==> src/rtl/alu_gx_pkg.sv <==
package alu_gx_pkg;

  typedef enum logic [1:0] {
    SEL_PASS_A = 2'b00,
    SEL_INV_A  = 2'b01,
    SEL_WITH_B = 2'b10,
    SEL_INVA_B = 2'b11
  } alu_sel_e;

  typedef struct packed {
    logic inv_a;
    logic use_b;
    logic chain_en;
  } slice_ctl_t;

endpackage

==> src/rtl/alu_gx_ctl.sv <==
module alu_gx_ctl
  import alu_gx_pkg::*;
(
  input  logic [1:0] sel,
  input  logic       mode_arith,
  output slice_ctl_t ctl
);

  alu_sel_e sel_code;

  always_comb begin
    sel_code     = alu_sel_e'(sel);
    ctl.inv_a    = (sel_code == SEL_INV_A) || (sel_code == SEL_INVA_B);
    ctl.use_b    = (sel_code == SEL_WITH_B) || (sel_code == SEL_INVA_B);
    ctl.chain_en = mode_arith;
  end

endmodule

==> src/rtl/alu_gx_slice.sv <==
module alu_gx_slice
  import alu_gx_pkg::*;
(
  input  logic       ai,
  input  logic       bi,
  input  logic       ci,
  input  slice_ctl_t ctl,
  output logic       fi,
  output logic       co
);

  logic a_cond;
  logic b_gate;
  logic c_gate;
  logic ac_x;

  always_comb begin
    a_cond = ai ^ ctl.inv_a;
    b_gate = bi & ctl.use_b;
    c_gate = ci & ctl.chain_en;
    ac_x   = a_cond ^ c_gate;
    fi     = ac_x ^ b_gate;
    co     = (a_cond & c_gate) | (b_gate & ac_x);
  end

endmodule

==> src/rtl/alu_gx_chain.sv <==
module alu_gx_chain
  import alu_gx_pkg::*;
#(
  parameter int WIDTH = 4
) (
  input  logic [WIDTH-1:0] a_vec,
  input  logic [WIDTH-1:0] b_vec,
  input  logic             c_first,
  input  slice_ctl_t       ctl,
  output logic [WIDTH-1:0] f_vec,
  output logic             c_last
);

  localparam int NODES = WIDTH + 1;

  logic [NODES-1:0] carry_node;

  assign carry_node[0] = c_first;

  for (genvar gi = 0; gi < WIDTH; gi++) begin : g_slice
    alu_gx_slice u_slice (
      .ai  (a_vec[gi]),
      .bi  (b_vec[gi]),
      .ci  (carry_node[gi]),
      .ctl (ctl),
      .fi  (f_vec[gi]),
      .co  (carry_node[gi+1])
    );
  end

  assign c_last = carry_node[NODES-1];

endmodule

==> src/rtl/alu_gx_top.sv <==
module alu_gx_top
  import alu_gx_pkg::*;
#(
  parameter int WIDTH = 4
) (
  input  logic [WIDTH-1:0] a_in,
  input  logic [WIDTH-1:0] b_in,
  input  logic [1:0]       sel,
  input  logic             mode_arith,
  input  logic             carry_in,
  output logic [WIDTH-1:0] f_out,
  output logic             carry_out
);

  localparam int EXT = WIDTH + 1;

  slice_ctl_t ctl;
  logic       chain_co;

  alu_gx_ctl u_ctl (
    .sel        (sel),
    .mode_arith (mode_arith),
    .ctl        (ctl)
  );

  alu_gx_chain #(.WIDTH(WIDTH)) u_chain (
    .a_vec   (a_in),
    .b_vec   (b_in),
    .c_first (carry_in),
    .ctl     (ctl),
    .f_vec   (f_out),
    .c_last  (chain_co)
  );

  assign carry_out = chain_co & ctl.chain_en;

  logic [EXT-1:0] arith_ref;
  logic [WIDTH-1:0] a_opnd;

  always_comb begin
    a_opnd    = sel[0] ? ~a_in : a_in;
    arith_ref = EXT'(a_opnd) + (sel[1] ? EXT'(b_in) : '0) + EXT'(carry_in);
    if (!mode_arith && !sel[1])
      AST_LOGIC_UNARY: assert (f_out == (a_in ^ {WIDTH{sel[0]}})) else $error("unary logic");
    if (!mode_arith && sel[1])
      AST_LOGIC_BINARY: assert (f_out == (a_in ^ b_in ^ {WIDTH{sel[0]}})) else $error("binary logic");
    if (!mode_arith)
      AST_LOGIC_NO_CARRY: assert (carry_out == 1'b0) else $error("carry in logic mode");
    if (mode_arith && !carry_in)
      AST_ARITH_NO_CIN: assert ({carry_out, f_out} == arith_ref) else $error("arith no cin");
    if (mode_arith && carry_in)
      AST_ARITH_CIN: assert ({carry_out, f_out} == arith_ref) else $error("arith cin");
  end

endmodule

==> config.mk <==
export PLATFORM = sky130hd
export DESIGN_NAME = alu_gx_top
export DESIGN_NICKNAME = d
export VERILOG_FILES = /design/src/rtl/alu_gx_pkg.sv /design/src/rtl/alu_gx_ctl.sv /design/src/rtl/alu_gx_slice.sv /design/src/rtl/alu_gx_chain.sv /design/src/rtl/alu_gx_top.sv
export SDC_FILE = /design/constraint.sdc
export NUM_CORES = 1
export LEC_CHECK = 0
export BUFFER_PORTS_ARGS = -buffer_cell sky130_fd_sc_hd__buf_2
export CAP_MARGIN = 20
export CORE_AREA = 10 10 47 49
export DETAILED_ROUTE_END_ITERATION = 10
export DIE_AREA = 0 0 57 59
export SYNTH_ARGS = -nofsm -noshare
export SYNTH_HDL_FRONTEND = slang
export SYNTH_SLANG_ARGS = --single-unit
==> constraint.sdc <==
create_clock -name vclk -period 3.9
set_clock_uncertainty 0.15 [all_clocks]
set_input_delay 0.195 -clock vclk [all_inputs]
set_output_delay 0.195 -clock vclk [all_outputs]
set_load 0.005 [all_outputs]
# Yosys cells after proc, flatten, opt, wreduce, memory -nomap -nowiden
# Cells that the tools add are included.
[word_totals]
ff_bits = 0
in_bits = 12
out_inout_bits = 5
word_cells = 38
[classes]
n_eq_ne = 3
bitwise = 33
n_reduce_logical = 2
[op_table]
columns = ["cell", "count"]
rows = [
  ["$and A1 B1 Y1", 17],
  ["$xor A1 B1 Y1", 12],
  ["$eq A2 B2 Y1 const B", 2],
  ["$or A1 B1 Y1", 4],
  ["$eq A2 B1 Y1 const B", 1],
  ["$logic_or A1 B1 Y1", 2],
]

# Longest topological paths before layout
[depth]
word_depth = 19
ltp_mapped = 9
depth_no_buf = 9

# Cells and area by module
# A second synthesis with hierarchy kept.
[unflattened]
hier_cells = 20
area_unflattened_um2 = 186.4
[by_module_without_submodules]
columns = ["mod", "instances", "cells_per_inst", "area_per_inst_um2", "seq_area_each_um2"]
rows = [
  ["alu_gx_slice", 4, 4, 41.3, 0.0],
  ["alu_gx_ctl", 1, 3, 15.0, 0.0],
  ["alu_gx_top", 1, 1, 6.3, 0.0],
]

# Worst setup path before layout
# Ideal clock, no wire load.
[synth_timing]
kind = "input-to-output"
startpoint = "input port sel[0]"
endpoint = "output port f_out[3]"
arrival_ns = 2.583
required_time_ns = 3.555
path_slack_ns = 0.972
path_stages = 9
n_path_buf = 1
cell_sequence = "xor2_1 -> fa_1 -> and2_1 -> fa_1 -> and2_1 -> fa_1 -> and2_1 -> fa_1 -> buf_4"
[synth_via]
elab_chain_cells = 17
word_cells_on_any_way = 30
classes_between = "eq/ne (3); bitwise (25); reduce/logical (2)"
[synth_rtl]
columns = ["element", "line", "text"]
rows = [
  ["start, declared", "alu_gx_top.sv:8", "input logic [1:0] sel,"],
  ["$eq A2 B1 Y1 / $eq A2 B2 Y1 (equally long branches)", "alu_gx_ctl.sv:13, alu_gx_ctl.sv:14", ""],
  ["$logic_or A1 B1 Y1", "alu_gx_ctl.sv:13", "ctl.inv_a = (sel_code == SEL_INV_A) || (sel_code == SEL_INVA_B);"],
  ["$xor A1 B1 Y1", "alu_gx_slice.sv:18", "a_cond = ai ^ ctl.inv_a;"],
  ["$xor A1 B1 Y1", "alu_gx_slice.sv:21", "ac_x = a_cond ^ c_gate;"],
  ["$and A1 B1 Y1", "alu_gx_slice.sv:23", "co = (a_cond & c_gate) | (b_gate & ac_x);"],
  ["$or A1 B1 Y1", "alu_gx_slice.sv:23", ""],
  ["$and A1 B1 Y1", "alu_gx_slice.sv:20", "c_gate = ci & ctl.chain_en;"],
  ["$xor A1 B1 Y1", "alu_gx_slice.sv:21", ""],
  ["$and A1 B1 Y1", "alu_gx_slice.sv:23", ""],
  ["$or A1 B1 Y1", "alu_gx_slice.sv:23", ""],
  ["$and A1 B1 Y1", "alu_gx_slice.sv:20", ""],
  ["$xor A1 B1 Y1", "alu_gx_slice.sv:21", ""],
  ["$and A1 B1 Y1", "alu_gx_slice.sv:23", ""],
  ["$or A1 B1 Y1", "alu_gx_slice.sv:23", ""],
  ["$and A1 B1 Y1", "alu_gx_slice.sv:20", ""],
  ["$xor A1 B1 Y1", "alu_gx_slice.sv:21", ""],
  ["$xor A1 B1 Y1 *", "alu_gx_slice.sv:22", "fi = ac_x ^ b_gate;"],
  ["end, declared", "alu_gx_top.sv:11", "output logic [WIDTH-1:0] f_out,"],
]
# Every way passes the cells marked *; elsewhere a longest branch is shown, timed or not.

# Worst setup path in the final report
[layout_timing]
startpoint = "input port sel[0]"
endpoint = "output port carry_out"
[layout_via]
elab_chain_cells = 19
word_cells_on_any_way = 33
classes_between = "eq/ne (3); bitwise (28); reduce/logical (2)"
[layout_rtl]
columns = ["element", "line", "text"]
rows = [
  ["$eq A2 B1 Y1 / $eq A2 B2 Y1 (equally long branches)", "alu_gx_ctl.sv:13, alu_gx_ctl.sv:14", ""],
  ["$logic_or A1 B1 Y1", "alu_gx_ctl.sv:13", ""],
  ["$xor A1 B1 Y1", "alu_gx_slice.sv:18", ""],
  ["$xor A1 B1 Y1", "alu_gx_slice.sv:21", ""],
  ["$and A1 B1 Y1", "alu_gx_slice.sv:23", ""],
  ["$or A1 B1 Y1", "alu_gx_slice.sv:23", ""],
  ["$and A1 B1 Y1", "alu_gx_slice.sv:20", ""],
  ["$xor A1 B1 Y1", "alu_gx_slice.sv:21", ""],
  ["[3 not listed]", "n/a", ""],
  ["$xor A1 B1 Y1", "alu_gx_slice.sv:21", ""],
  ["$and A1 B1 Y1", "alu_gx_slice.sv:23", ""],
  ["$or A1 B1 Y1", "alu_gx_slice.sv:23", ""],
  ["$and A1 B1 Y1", "alu_gx_slice.sv:20", ""],
  ["$xor A1 B1 Y1", "alu_gx_slice.sv:21", ""],
  ["$and A1 B1 Y1", "alu_gx_slice.sv:23", ""],
  ["$or A1 B1 Y1 *", "alu_gx_slice.sv:23", ""],
  ["$and A1 B1 Y1 *", "alu_gx_top.sv:35", "assign carry_out = chain_co & ctl.chain_en;"],
  ["end, declared", "alu_gx_top.sv:12", "output logic carry_out"],
]
# Marks and branches as above.

==> run_results.csv <==
group,metric,value,unit
run_status,status,"finished, final reports clean",
setup_path,path_max_fanout,4,
synth,ys_types,4,
power,power_density,115,nW/µm²
synth,synth_top_area_share,39.8,%
floorplan,dieArea,3360,µm²
grt,grt_max_degree,6,
synth,yosysTopAreaCell,"fa_1",
route,route.detailed.drc,0,
timing,finalSetupTns,0,ps
power,ir_worst_vdd,19.0,µV
place,io_buffers,17,
floorplan,ios,17,
synth,syn-num-nets,37,
setup_path,worst-setup-path-type,"in -> out",
setup_path,critical_path.startpoint,"sel[0]",
grt,grt_usage,3.25,%
synth,synthCells,21,
cells_and_area,nFlopsAndLatches,0,
cells_and_area,clock_buffers,0,
timing,rsz0062_at_grt,"false",
cells_and_area,fin_nets,52,
timing,max_clock_freq,0.314,GHz
route,vias,168,
cells_and_area,n_antenna_cell,0,
cells_and_area,multi_input_area,171,µm²
timing,tightest_slew,198,ps
route,wl_per_cell,11.1,µm
grt,overflow,0,
floorplan,start_util,14.4,%
timing,post-route-min-period,3190,ps
grt,grt_pass1_wl,924,µm
floorplan,dieHeight,59,µm
cells_and_area,seqCellArea,0,µm²
cells_and_area,nFillCells,171,
route,first_iter_violations,2,
worst_hold_path,hold_path_class,"in -> out",
route,vias_per_cell,3.36,
floorplan,core,1400,µm²
timing,drv_slew,0,
cells_and_area,area_growth,37.3,%
place,place_inst,50,
floorplan,row_count,14,
timing,hold_viol_final,0,
synth,synth_seq_area_share,0,%
cts,cts_resized,0,
grt,grt_pass1_vias,191,
timing,fin_crit_sh,81.7,%
synth,syn-cell-area,201,µm²
setup_path,arrival,2840,ps
timing,slew_headroom,86.7,%
grt,grt_use_met3,1.29,%
route,dr.pass1.iters,2,
cells_and_area,drive_above_1_share,50.0,%
cells_and_area,finish.utilization,19.7,%
grt,use_met2,6.20,%
setup_path,crit_path_end_kind,"primary output",
cts,cts_setup_buffers,0,
power,p_leak,0.146,nW
cts,hold_buffers,0,
route,ant_nets,0,
setup_path,worstSetupStartpointType,"primary input",
setup_path,crit_path_end,"carry_out",
setup_path,worstPathRequired,3560,ps
timing,setup_viol_count_final,0,
grt,antenna_found_initial,0,
synth,avgSynthCellArea,9.59,µm²
synth,synth_area_leaders,"fa_1 (40%), and2_1 (28%), xor2_1 (17%)",
place,place_congestion,0.608,
timing,whs,572,ps
grt,top_usage_layer,"met2",
grt,grt_util_met1,3.46,%
synth,synth_warnings,0,
floorplan,die_w,57,µm
flow_run,maxCapViolCount,0,
cells_and_area,finalNonFillerCells,50,
route,routed_wl,557,µm
## cell type report
type | instances | area share (%)
multi-input cells | 17 | 62.0
repair buffers | 17 | 30.8
well taps | 16 | 7.24
## power by group
part	total (mW)	leakage (nW)	internal (mW)	switching [mW]
combinational	0.0319	0.146	0.0170	0.0149
sequential	0	0	0	0
clock	0	0	0	0
total	0.0319	0.146	0.0170	0.0149
## synthesized netlist by cell type
master  n
and2_1  9
xor2_1  4
buf_4   4
fa_1    4
## critical path, stage by stage
cell and delay [ps]:
buf_2 140, xor2_1 180, fa_1 410, and2_1 180, fa_1 370, and2_1 170
fa_1 370, and2_1 170, fa_1 370, and2_1 150, buf_2 120
## logic make-up (layout without fill, tap and decap cells)
logic type	Yosys count	in the layout	synth area share (%)
adders and majority gates	4	4	39.8
buffers and inverters	4	17	14.9
xor gates and xnor gates	4	4	17.4
and+or+nand+nor	9	9	27.9
## layer usage
metal | part of all wire, % | wire, µm
met2 | 51 | 285
met4 | 0 | 0
met5 | 0 | 0
met1 | 36 | 198
met3 | 13 | 73
## cells in the final DEF (no fill, tap or decap)
| cell | count |
|---|---|
| fa_1 | 4 |
| buf_2 | 17 |
| and2_1 | 9 |
| xor2_1 | 4 |
## worst min path at each step
| stage | startpoint | end | slack (ps) | depth (start not counted) |
|---|---|---|---|---|
| after floorplan | mode_arith | carry_out | 350 | 1 |
| after detailed placement | mode_arith | carry_out | 580 | 3 |
| after global routing | mode_arith | carry_out | 600 | 3 |
| after CTS | mode_arith | carry_out | 580 | 3 |
| final | mode_arith | carry_out | 570 | 3 |
| after global placement | mode_arith | carry_out | 580 | 3 |
## stage by stage
step | total power [mW] | instance area (µm²) | worst slack [ps]
floorplan | 0.0266 | 201 | 972
global placement | 0.0327 | 277 | 693
detailed placement | 0.0336 | 277 | 700
CTS | 0.0336 | 277 | 682
global route | 0.0387 | 277 | 577
finish | 0.0319 | 277 | 715
Power figures use the tool's default switching activity.
